[src/rtl/wclk_pkg.sv]
package wclk_pkg;
   typedef enum logic [1:0] {
      WS_RUN  = 2'd0,
      WS_STOP = 2'd1,
      WS_WARM = 2'd2,
      WS_HAND = 2'd3
   } wclk_state_t;
endpackage

[src/rtl/wclk_tick_cnt.sv]
module wclk_tick_cnt #(
   parameter int unsigned LIMIT = 65536
) (
   input  logic clk,
   input  logic rst_n,
   input  logic clr,
   input  logic en,
   output logic done
);
   if (LIMIT < 2) begin : g_bad_limit
      $error("wclk_tick_cnt: LIMIT must be at least 2");
   end

   localparam int unsigned CW = $clog2(LIMIT);
   localparam logic [CW-1:0] LAST = CW'(LIMIT - 1);

   logic [CW-1:0] cnt;

   always_ff @(posedge clk or negedge rst_n) begin
      if (!rst_n) begin
         cnt <= '0;
      end else if (clr) begin
         cnt <= '0;
      end else if (en) begin
         cnt <= (cnt == LAST) ? '0 : cnt + 1'b1;
      end
   end

   assign done = en && !clr && (cnt == LAST);


   cnt_bound_chk: assert property (@(posedge clk) disable iff (!rst_n)
      cnt <= LAST);
endmodule

[src/rtl/wclk_src_sel.sv]
module wclk_src_sel (
   input  logic clk,
   input  logic rst_n,
   input  logic use_xtal,
   input  logic use_ring,
   input  logic xtal_tick,
   input  logic ring_tick,
   output logic sys_tick
);
   assign sys_tick = (use_xtal && xtal_tick) || (use_ring && ring_tick);


   src_excl_chk: assert property (@(posedge clk) disable iff (!rst_n)
      $onehot0({use_xtal, use_ring}));
endmodule

[src/rtl/wclk_div_lock.sv]
module wclk_div_lock #(
   parameter int unsigned DIV_W     = 2,
   parameter int unsigned LOCK_CODE = 2
) (
   input  logic             lock,
   input  logic [DIV_W-1:0] div_req,
   output logic [DIV_W-1:0] div_eff
);
   if (DIV_W < 1 || LOCK_CODE >= (1 << DIV_W)) begin : g_bad_code
      $error("wclk_div_lock: LOCK_CODE does not fit in DIV_W bits");
   end

   localparam logic [DIV_W-1:0] LOCK_VAL = DIV_W'(LOCK_CODE);

   assign div_eff = lock ? LOCK_VAL : div_req;
endmodule

[src/rtl/wclk_switch.sv]
module wclk_switch
   import wclk_pkg::*;
#(
   parameter int unsigned STARTUP_CYCLES = 65536,
   parameter int unsigned SYNC_STAGES    = 2,
   parameter int unsigned DIV_W          = 2,
   parameter int unsigned DIV_LOCK_CODE  = 2
) (
   input  logic             clk,
   input  logic             rst_n,
   input  logic             stop_req,
   input  logic             ring_sel_en,
   input  logic             xtal_tick,
   input  logic             ring_tick,
   input  logic [DIV_W-1:0] div_req,
   output logic             sys_tick,
   output logic             wdog_tick,
   output logic             xtal_on,
   output logic             ring_on,
   output logic             ring_active,
   output logic             cpu_run,
   output logic [DIV_W-1:0] div_eff
);
   if (SYNC_STAGES < 2 || SYNC_STAGES > 16) begin : g_bad_sync
      $error("wclk_switch: SYNC_STAGES must be in 2..16");
   end

   wclk_state_t state, state_nx;
   logic        mode_ring;
   logic        warm_done, hand_done;
   logic        in_stop, in_warm, in_hand, in_run;

   assign in_stop = (state == WS_STOP);
   assign in_warm = (state == WS_WARM);
   assign in_hand = (state == WS_HAND);
   assign in_run  = (state == WS_RUN);

   wclk_tick_cnt #(.LIMIT(STARTUP_CYCLES)) u_warm_cnt (
      .clk  (clk),
      .rst_n(rst_n),
      .clr  (in_stop),
      .en   (in_warm && xtal_tick),
      .done (warm_done)
   );

   wclk_tick_cnt #(.LIMIT(SYNC_STAGES)) u_hand_cnt (
      .clk  (clk),
      .rst_n(rst_n),
      .clr  (in_stop),
      .en   (in_hand && xtal_tick),
      .done (hand_done)
   );

   always_comb begin
      state_nx = state;
      unique case (state)
         WS_RUN:  if (stop_req) state_nx = WS_STOP;
         WS_STOP: if (!stop_req) state_nx = WS_WARM;
         WS_WARM: begin
            if (stop_req)       state_nx = WS_STOP;
            else if (warm_done) state_nx = mode_ring ? WS_HAND : WS_RUN;
         end
         WS_HAND: begin
            if (stop_req)       state_nx = WS_STOP;
            else if (hand_done) state_nx = WS_RUN;
         end
         default: state_nx = WS_RUN;
      endcase
   end

   always_ff @(posedge clk or negedge rst_n) begin
      if (!rst_n) begin
         state     <= WS_RUN;
         mode_ring <= 1'b0;
      end else begin
         state <= state_nx;
         if (in_stop && !stop_req) begin
            mode_ring <= ring_sel_en;
         end
      end
   end

   assign xtal_on     = !in_stop;
   assign ring_active = (in_warm || in_hand) && mode_ring;
   assign ring_on     = ring_active;
   assign cpu_run     = in_run || ring_active;
   assign wdog_tick   = xtal_tick && xtal_on;

   wclk_src_sel u_src_sel (
      .clk      (clk),
      .rst_n    (rst_n),
      .use_xtal (in_run),
      .use_ring (in_warm && mode_ring),
      .xtal_tick(xtal_tick),
      .ring_tick(ring_tick),
      .sys_tick (sys_tick)
   );

   wclk_div_lock #(.DIV_W(DIV_W), .LOCK_CODE(DIV_LOCK_CODE)) u_div_lock (
      .lock   (ring_active),
      .div_req(div_req),
      .div_eff(div_eff)
   );


   stop_quiet_chk: assert property (@(posedge clk) disable iff (!rst_n)
      stop_req |=> (!xtal_on && !sys_tick && !cpu_run));


   hold_quiet_chk: assert property (@(posedge clk) disable iff (!rst_n)
      !cpu_run |-> !sys_tick);


   break_before_make_chk: assert property (@(posedge clk) disable iff (!rst_n)
      ($fell(ring_active) && !$past(stop_req)) |-> !$past(sys_tick));


   ring_needs_xtal_chk: assert property (@(posedge clk) disable iff (!rst_n)
      ring_active |-> xtal_on);
endmodule

[config.mk]
export PLATFORM = sky130hd
export DESIGN_NAME = wclk_switch
export DESIGN_NICKNAME = d
export VERILOG_FILES = /design/src/rtl/wclk_pkg.sv /design/src/rtl/wclk_tick_cnt.sv /design/src/rtl/wclk_src_sel.sv /design/src/rtl/wclk_div_lock.sv /design/src/rtl/wclk_switch.sv
export SDC_FILE = /design/constraint.sdc
export NUM_CORES = 1
export LEC_CHECK = 0
export BUFFER_PORTS_ARGS = -buffer_cell sky130_fd_sc_hd__buf_2
export CAP_MARGIN = 20
export CORE_MARGIN = 1
export CORE_UTILIZATION = 25
export CTS_CLUSTER_SIZE = 16
export DETAILED_ROUTE_END_ITERATION = 8
export MAX_ROUTING_LAYER = met4
export PLACE_DENSITY = 0.38
export SYNTH_ARGS = -nofsm -noshare
export SYNTH_HDL_FRONTEND = slang
export SYNTH_SLANG_ARGS = --single-unit
[constraint.sdc]
create_clock -name clk -period 2 [get_ports clk]
set_input_delay 0.4 -clock clk [delete_from_list [all_inputs] [get_ports clk]]
set_output_delay 0.4 -clock clk [all_outputs]
set_load 0.03 [all_outputs]
==> flow_metrics.env, run 1 <==
export IMPL_worst_path_largest_cell_delay_ps=470
export IMPL_num_nets_final=161
export IMPL_syn_num_nets=143
export IMPL_finalMaxSlewViolations=0
export IMPL_area_growth_pct=14.9
export IMPL_cts_hold_buffers=0
export IMPL_startpoint="state[0]$_DFFE_PN0P_"
export IMPL_synth_commonest_cells="20 x dfrtp_1, 13 x nand2_1, 10 x a31oi_1"
export IMPL_cp_cell_sequence="nor2b_1 -> inv_1 -> and2_1 -> buf_2"
export IMPL_cpMaxStageDelayCell="dfrtp_1"
export IMPL_vias=1082
export IMPL_ios=16
export IMPL_internal_power_w=0.000601
export IMPL_p_switching_w=0.000257
export IMPL_final_util_pct=30.8
export IMPL_routedWlPerCell_um=15.1
export IMPL_post_route_min_period_ps=1840
export IMPL_ys_warn_count=0
export IMPL_antenna_diode_count=0
export IMPL_gp_congestion=0.793
export IMPL_start_util_pct=26.8
export IMPL_worst_setup_path_end_kind="output pin"
export IMPL_p_clk_share_pct=30.8
export IMPL_hold_path_class="input port to asynchronous set/reset pin"
export IMPL_p_per_area_mw_per_mm2=619
export IMPL_portBuffers=15
export IMPL_viasPerCell=5.36
export IMPL_rows=24
export IMPL_clock_skew_ps=5.14
export IMPL_cts_max_path_buffers=2
export IMPL_finalSetupViolCount=0
export IMPL_die_w_um=71.5
export IMPL_synth_area_leader_cell="dfrtp_1"
export IMPL_ys_types=40
export IMPL_dieHeight_um=71.5
export IMPL_cts_tree="built"
export IMPL_postSynthCellCount=134
export IMPL_max_slew_margin_rel_pct=64.3
export IMPL_syn_area_per_cell_um2=9.00
export IMPL_cts_resized=0
export IMPL_fmax_mhz=543
export IMPL_max_vdd_ir_drop_uv=281
export IMPL_arrival_ps=1440
export IMPL_synth_ff_type="dfrtp_1"
export IMPL_clk_pin_slew_ps=80
export IMPL_grt_pass1_wl_mm=5.13
export IMPL_clk_latency_ps=250
export IMPL_rsz0062_at_grt="no"
export IMPL_drt_total_wl_mm=3.06
export IMPL_yosysTopAreaCellShare_pct=41.5
export IMPL_dp_hpwl_mm=2.23
export IMPL_postCtsSetupBuffers=0
export IMPL_worst_slew_pin_slew_ps=535
export IMPL_grt_max_degree=21
export IMPL_grt_pass1_vias=1045
export IMPL_drc=0
export IMPL_hold_violations=0
export IMPL_regArea_um2=500
export IMPL_power_frac_comb_pct=18.6
export IMPL_netlist_area_mm2=0.00121
export IMPL_yosysMostFrequentCell="dfrtp_1"
export IMPL_setup_tns_ps=0
export IMPL_cp_max_fo=9
export IMPL_grt_ovfl_total=0
export IMPL_critPathLaunchType="flip-flop"
export IMPL_netlist_top_cells_area="dfrtp_1 41%, a31oi_1 5.2%, nand4_1 4.1%"
export IMPL_p_seq_share_pct=50.6
export IMPL_cts_root_buffer="clkbuf_8"
export IMPL_async_flop_share_pct=100
export IMPL_cts_htree_levels=1
export IMPL_grtUsageTotal_pct=13.3
export IMPL_drt_iter0_markers=60
export IMPL_swShare_pct=30.0
export IMPL_maxCapViolations=0
export IMPL_core_mm2=0.00450
export IMPL_status="finished, final reports clean"
export IMPL_worst_ep_required_time_ps=1600
export IMPL_synth_edf_count=0
export IMPL_cts_buffers=3
export IMPL_multi_input_area_um2=641
export IMPL_p_leak_nw=0.567
export IMPL_crit_type="flip-flop to output pin"
export IMPL_clock_sinks=20
export IMPL_synth_seq_area_share_pct=41.5
export IMPL_dr_pass1_iters=4
export IMPL_ant_nets=0
export IMPL_drive_gt1_share_pct=21.3
export IMPL_fill_cells=489
export IMPL_fin_crit_sh_pct=92.0
export IMPL_antenna_found_initial=0
export IMPL_dieArea_mm2=0.00511
export IMPL_synth_seq_cells=20
export IMPL_regToRegStartpoint="u_warm_cnt.cnt[0]$_DFFE_PN0P_"
[critical path, delay by kind of cell (launching register included)]
| kind | cells | cell delay [ps] |
|---|---|---|
| buffers and inverters | 2 | 290 |
| DFF | 1 | 470 |
| and+or+nand+nor | 2 | 440 |
[cells by family (layout without fill, tap and decap cells)]
| logic type | after synthesis | in the layout | share of synthesized area (%) |
|---|---|---|---|
| AND/OR/NAND/NOR | 53 | 53 | 25.2 |
| AO/OA/AOI/OAI | 43 | 43 | 24.3 |
| flip-flops | 20 | 20 | 41.5 |
| buffers and inverters | 14 | 30 | 5.60 |
| multiplexers | 2 | 2 | 1.66 |
| adder cells (fa/ha/maj) | 1 | 1 | 1.04 |
| XOR/XNOR | 1 | 1 | 0.726 |
[stage by stage]
stage / instance area (um^2) / std cells / power, W / worst slack [ps] / hold WS, ps
4_1_cts: 1390 / 202 / 0.000873 / 146 / 115
6_report: 1390 / 202 / 0.000858 / 160 / 98.5
5_1_grt: 1390 / 202 / 0.000908 / 26.1 / 130
3_5_place_dp: 1350 / 199 / 0.000602 / 235 / 398
2_1_floorplan: 1210 / 134 / 0.000553 / 138 / 104
3_3_place_gp: 1350 / 199 / 0.000602 / 245 / 385
[area by class of cell]
cell class	instances	area share (%)
multi-input cells	100	46.2
clock buffers	3	2.98
repair buffers	20	8.12
inverters	7	1.90
flip-flops and latches	20	36.1
well taps	52	4.69
[placed cells by master (no fill, tap or decap), types with 2 or more instances in the layout]
cell type   n
inv_1       7
buf_2      15
nor2b_1     2
nand3b_1    2
nand3_1     6
mux2i_1     2
a31oi_1    10
o21bai_1    2
a21oi_2     3
o21ai_1     3
clkbuf_8    3
nor2_2      2
nand2_1    13
and4_1      3
dfrtp_1    20
buf_4       5
a41oi_1     2
nor2_1      4
nor4_1      2
o21ai_0     9
nor3_1      3
a21oi_1     8
nand4_1     8
[per-layer routing]
layer / vias up / routed length (um) / share of wire, % / track usage (%)
met5: - / 0 / 0 / -
met2: 16 / 1400 / 46 / 19.7
met4: 0 / 20 / 0.65 / 2.61
met3: 2 / 99 / 3.2 / 2.95
li1: 539 / - / - / -
met1: 525 / 1540 / 50 / 18.8
[final timing paths]
check / end / slack [ps] / cells after the start
hold / removal: mode_ring$_DFFE_PN0P_ / 100 / 1
hold reg to reg: u_warm_cnt.cnt[10]$_DFFE_PN0P_ / 540 / 1
min in group clk: mode_ring$_DFFE_PN0P_ / 340 / 3
setup reg to reg: u_warm_cnt.cnt[9]$_DFFE_PN0P_ / 230 / 5
max in group asynchronous: u_warm_cnt.cnt[15]$_DFFE_PN0P_ / 1560 / 1
setup / recovery: wdog_tick / 160 / 4
[power by group through the flow]
stage | Clock (W) | Combinational [W] | Sequential [W]
3_5_place_dp | 0 | 0.000161 | 0.000442
3_3_place_gp | 0 | 0.000161 | 0.000441
4_1_cts | 0.000278 | 0.000161 | 0.000434
6_report | 0.000265 | 0.000159 | 0.000434
2_1_floorplan | 0 | 0.000118 | 0.000435
5_1_grt | 0.000294 | 0.000177 | 0.000437
[state kept, by name, summed over array words and instances (netlist names)]
| signal | count |
|---|---|
| mode_ring | 1 |
| state | 2 |
| u_hand_cnt.cnt | 1 |
| u_warm_cnt.cnt | 16 |
(Power assumes the default switching activity.)
==> inputs of run 2 (changes only) <==
- CORE_UTILIZATION: 25 -> 51
- PLACE_DENSITY: 0.38 -> 0.69
==> flow_metrics.env, run 2 (same netlist as run 1, synthesis figures left out) <==
export IMPL_worst_setup_path_end_kind="output pin"
export IMPL_ant_nets=0
export IMPL_final_util_pct=60.8
export IMPL_postCtsSetupBuffers=0
export IMPL_cts_htree_levels=1
export IMPL_arrival_ps=1470
export IMPL_cts_resized=0
export IMPL_maxCapViolations=0
export IMPL_viasPerCell=6.06
export IMPL_portBuffers=15
export IMPL_vias=1079
export IMPL_rsz0062_at_grt="no"
export IMPL_worst_slew_pin_slew_ps=473
export IMPL_hold_path_class="input port to asynchronous set/reset pin"
export IMPL_crit_type="flip-flop to output pin"
export IMPL_num_nets_final=160
export IMPL_r2r_cells=5
export IMPL_critical_path_top_delay_family="flip-flops"
export IMPL_status="finished, final reports clean"
export IMPL_grt_pass1_wl_mm=4.60
export IMPL_dieArea_mm2=0.00256
export IMPL_max_vdd_ir_drop_uv=471
export IMPL_crit_buf_inv=2
export IMPL_cts_max_path_buffers=2
export IMPL_regToRegStartpoint="u_warm_cnt.cnt[0]$_DFFE_PN0P_"
export IMPL_clk_pin_slew_ps=120
export IMPL_rows=17
export IMPL_fin_crit_sh_pct=93.5
export IMPL_dieHeight_um=50.6
export IMPL_grt_pass1_vias=1004
export IMPL_antenna_found_initial=0
export IMPL_fill_cells=202
export IMPL_hold_violations=0
export IMPL_dp_hpwl_mm=1.88
export IMPL_grt_max_degree=21
export IMPL_worst_ep_required_time_ps=1600
export IMPL_routedWlPerCell_um=14.7
export IMPL_drt_iter0_markers=34
export IMPL_regMostFlops="u_warm_cnt.cnt"
export IMPL_drive_gt1_share_pct=22.0
export IMPL_r2r_slack_ps=180
export IMPL_dr_pass1_iters=4
export IMPL_cts_root_buffer="clkbuf_4"
export IMPL_critPathLaunchType="flip-flop"
export IMPL_cp_max_fo=8
export IMPL_mostFrequentLayoutCells="19 x dfrtp_1, 15 x buf_2, 13 x nand2_1"
export IMPL_fmax_mhz=535
export IMPL_clock_skew_ps=6.74
export IMPL_cp_cell_sequence="nor2b_1 -> inv_1 -> and2_1 -> buf_2"
export IMPL_p_per_area_mw_per_mm2=620
export IMPL_finalMaxSlewViolations=0
export IMPL_clock_sinks=20
export IMPL_area_growth_pct=11.5
export IMPL_antenna_diode_count=0
export IMPL_reg_top3="u_warm_cnt.cnt (16), state (2)"
export IMPL_gp_congestion=0.884
export IMPL_final_common_cell="dfrtp_1"
export IMPL_grt_ovfl_total=0
export IMPL_ios=16
export IMPL_clk_latency_ps=310
export IMPL_core_mm2=0.00221
export IMPL_worst_path_largest_cell_delay_ps=470
export IMPL_cts_buffers=3
export IMPL_drc=0
export IMPL_cpMaxStageDelayCell="dfrtp_1"
export IMPL_cts_tree="built"
export IMPL_p_leak_nw=0.560
export IMPL_max_slew_margin_rel_pct=68.4
export IMPL_grtUsageTotal_pct=24.7
export IMPL_largest_register_ffs=16
export IMPL_setup_tns_ps=0
export IMPL_post_route_min_period_ps=1870
export IMPL_cts_hold_buffers=0
export IMPL_finalSetupViolCount=0
export IMPL_crit_cells=4
export IMPL_rr_endpoint="u_warm_cnt.cnt[9]$_DFFE_PN0P_"
export IMPL_start_util_pct=54.5
export IMPL_die_w_um=50.6
export IMPL_drt_total_wl_mm=2.61
## run 2: worst max path at each step
stage                                       start                       endpoint  slack, ps
floorplan                    state[1]$_DFFE_PN0P_                       sys_tick        140
global placement    u_warm_cnt.cnt[0]$_DFFE_PN0P_  u_warm_cnt.cnt[9]$_DFFE_PN0P_        220
detailed placement  u_warm_cnt.cnt[0]$_DFFE_PN0P_  u_warm_cnt.cnt[9]$_DFFE_PN0P_        150
CTS                          state[0]$_DFFE_PN0P_                      wdog_tick         90
global route                 state[1]$_DFFE_PN0P_                       sys_tick         10
finish                       state[1]$_DFFE_PN0P_                      wdog_tick        130
## run 2: layout make-up
| cell class | instances | area, um^2 | share of cell area [%] |
|---|---|---|---|
| well taps | 28 | 35.0 | 2.60 |
| inverters | 7 | 26.3 | 1.95 |
| repair buffers | 19 | 105 | 7.81 |
| clock buffers | 4 | 36.3 | 2.70 |
| flip-flops and latches | 20 | 502 | 37.3 |
| multi-input cells | 100 | 641 | 47.6 |
## run 2: power by group
| group | internal [W] | switching (W) |
|---|---|---|
| combinational | 0.0000495 | 0.000107 |
| sequential | 0.000418 | 0.0000158 |
| clock | 0.000111 | 0.000132 |
| total | 0.000579 | 0.000255 |
## run 2: metal layers
layer	vias up	share of wire [%]	track usage (%)
met3	5	2.6	3.64
met5	-	0	-
met1	516	51	33.7
met4	0	1.7	10.2
li1	538	-	-
met2	20	45	36.7
## run 2: per-stage QoR
stage               setup WS, ps  instance area (um^2)  total power [W]  hold slack (ps)  cells
finish                       130                  1350         0.000835             13.6    178
global route                9.98                  1350         0.000875             45.2    178
CTS                         86.0                  1340         0.000838             27.3    178
detailed placement           149                  1310         0.000599              374    174
global placement             224                  1310         0.000595              364    174
floorplan                    138                  1210         0.000553              104    134
==> inputs of run 3 (changes only) <==
- MAX_ROUTING_LAYER: met4 -> unset
- SYNTH_HIERARCHICAL: unset -> 1
==> flow_metrics.env, run 3 <==
export IMPL_cp_max_fo=7
export IMPL_p_switching_w=0.000228
export IMPL_postCtsSetupBuffers=0
export IMPL_vias=1045
export IMPL_syn_num_nets=139
export IMPL_reg_top3="u_warm_cnt/cnt (16), state (2)"
export IMPL_clk_pin_slew_ps=120
export IMPL_hold_violations=0
export IMPL_status="finished, final reports clean"
export IMPL_yosysTopAreaCellShare_pct=43.0
export IMPL_viasPerCell=5.84
export IMPL_final_common_cell="dfrtp_1"
export IMPL_cts_root_buffer="clkbuf_4"
export IMPL_grt_pass1_wl_mm=4.22
export IMPL_cts_tree="built"
export IMPL_ys_types=41
export IMPL_fin_crit_sh_pct=93.4
export IMPL_regMostFlops="u_warm_cnt/cnt"
export IMPL_clock_skew_ps=7.46
export IMPL_netlist_top_cells_area="dfrtp_1 43%, nand2_1 5.8%, nand3_1 3.4%"
export IMPL_hold_path_class="input port to asynchronous set/reset pin"
export IMPL_drt_total_wl_mm=2.54
export IMPL_postSynthCellCount=130
export IMPL_arrival_ps=1470
export IMPL_drc=0
export IMPL_critPathLaunchType="flip-flop"
export IMPL_antenna_found_initial=0
export IMPL_grt_ovfl_total=0
export IMPL_die_w_um=49.8
export IMPL_num_nets_final=162
export IMPL_netlist_area_mm2=0.00116
export IMPL_cts_htree_levels=1
export IMPL_grtUsageTotal_pct=22.3
export IMPL_clk_latency_ps=300
export IMPL_drt_iter0_markers=68
export IMPL_synth_area_leader_cell="dfrtp_1"
export IMPL_p_seq_share_pct=53.2
export IMPL_drive_gt1_share_pct=25.0
export IMPL_synthMuxAreaShare_pct=1.29
export IMPL_portBuffers=15
export IMPL_synth_seq_cells=20
export IMPL_synth_compound_area_share_pct=13.4
export IMPL_finalMaxSlewViolations=0
export IMPL_swShare_pct=28.1
export IMPL_final_area_mm2=0.00134
export IMPL_worst_ep_required_time_ps=1600
export IMPL_synth_edf_count=0
export IMPL_mostFrequentLayoutCells="20 x dfrtp_1, 18 x nand2_1, 15 x buf_2"
export IMPL_synth_top_family_by_area="simple AND/OR/NAND/NOR gates"
export IMPL_yosysMostFrequentCell="dfrtp_1"
export IMPL_finalPower_w=0.000809
export IMPL_antenna_diode_count=0
export IMPL_area_growth_pct=14.9
export IMPL_multi_input_area_um2=621
export IMPL_p_leak_nw=0.633
export IMPL_dieArea_mm2=0.00248
export IMPL_grt_max_degree=21
export IMPL_synth_ff_type="dfrtp_1"
export IMPL_p_clk_share_pct=29.3
export IMPL_worst_setup_path_end_kind="output pin"
export IMPL_internal_power_w=0.000582
export IMPL_cts_max_path_buffers=2
export IMPL_synth_xor_area_share_pct=3.01
export IMPL_synth_commonest_cells="20 x dfrtp_1, 18 x nand2_1, 10 x nor2_1"
export IMPL_fill_cells=180
export IMPL_gp_congestion=0.871
export IMPL_grt_pass1_vias=950
export IMPL_maxCapViolations=0
export IMPL_cts_buffers=3
export IMPL_setup_tns_ps=0
export IMPL_rsz0062_at_grt="no"
export IMPL_regArea_um2=500
export IMPL_worst_slew_pin_slew_ps=452
export IMPL_max_slew_margin_rel_pct=69.9
export IMPL_fmax_mhz=535
export IMPL_rows=16
export IMPL_start_util_pct=56.4
export IMPL_p_per_area_mw_per_mm2=605
export IMPL_dr_pass1_iters=5
export IMPL_ys_warn_count=6
export IMPL_synth_adder_area_share_pct=1.08
export IMPL_routedWlPerCell_um=14.2
export IMPL_cts_resized=0
export IMPL_async_flop_share_pct=100
export IMPL_ios=16
export IMPL_fin_ws_ps=132
export IMPL_cts_hold_buffers=0
export IMPL_power_frac_comb_pct=17.5
export IMPL_max_vdd_ir_drop_uv=494
export IMPL_dp_hpwl_mm=1.89
export IMPL_ant_nets=0
export IMPL_core_mm2=0.00206
export IMPL_largest_register_ffs=16
export IMPL_synth_seq_area_share_pct=43.0
export IMPL_crit_type="flip-flop to output pin"
export IMPL_dieHeight_um=49.8
export IMPL_dpl_cell_area_mm2=0.00130
export IMPL_finalSetupViolCount=0
export IMPL_post_route_min_period_ps=1870
export IMPL_syn_area_per_cell_um2=8.95
export IMPL_synthSimpleGateAreaFrac_pct=34.5
export IMPL_clock_sinks=20
export IMPL_dp_slack_ps=262
==> run 3: cells by family after synthesis <==
logic type                 count (synthesis)
buffers and inverters                      8
xor gates and xnor gates                   4
adders and majority gates                  1
muxes                                      1
DFF                                       20
and+or+nand+nor                           74
AOI/OAI and AO/OA                         22
==> run 3: final timing paths <==
kind,depth (start not counted),startpoint,end,slack [ps]
worst min register to register,2,u_warm_cnt/cnt[4]$_DFFE_PN0P_,u_warm_cnt/cnt[4]$_DFFE_PN0P_,530
worst max-delay path,4,state[1]$_DFFE_PN0P_,sys_tick,130
max in group asynchronous,1,rst_n,u_warm_cnt/cnt[3]$_DFFE_PN0P_,1660
worst min-delay path,1,rst_n,mode_ring$_DFFE_PN0P_,20
worst max register to register,6,state[1]$_DFFE_PN0P_,u_warm_cnt/cnt[11]$_DFFE_PN0P_,230
min in group clk,2,stop_req,state[1]$_DFFE_PN0P_,290
==> run 3: layout make-up <==
class,instances,share of cell area [%]
Tap cell,27,2.53
Timing Repair Buffer,23,10.1
Clock buffer,4,2.71
Inverter,3,0.842
Multi-Input combinational cell,102,46.4
Sequential cell,20,37.4
==> run 3: stage by stage <==
stage / util (%) / hold slack (ps) / std cells
6_report: 64.9 / 22.0 / 179
5_1_grt: 64.9 / 50.0 / 179
2_1_floorplan: - / 104 / 130
3_5_place_dp: 63.1 / 373 / 175
4_1_cts: 64.9 / 28.9 / 179
3_3_place_gp: 63.1 / 369 / 175
==> run 3: routing by layer <==
layer | vias up | wire length, um | GRT usage, %
li1 | 513 | - | -
met4 | 0 | 12 | 6.67
met3 | 2 | 172 | 4.63
met1 | 482 | 1190 | 29.5
met5 | - | 0 | 0
met2 | 48 | 1160 | 36.5
==> run 3: critical path, cell delays in order (launching register included) <==
cell and delay (ps):
dfrtp_1 450, nor2b_2 200, and2_1 160, a22o_1 190, buf_2 170
==> run 3: power groups by stage <==
stage | Combinational [W] | Sequential [W] | Clock (W)
finish | 0.000142 | 0.000431 | 0.000237
floorplan | 0.0000963 | 0.000434 | 0
global placement | 0.000139 | 0.000437 | 0
global route | 0.000154 | 0.000434 | 0.000256
detailed placement | 0.000143 | 0.000438 | 0
CTS | 0.000143 | 0.000431 | 0.000247
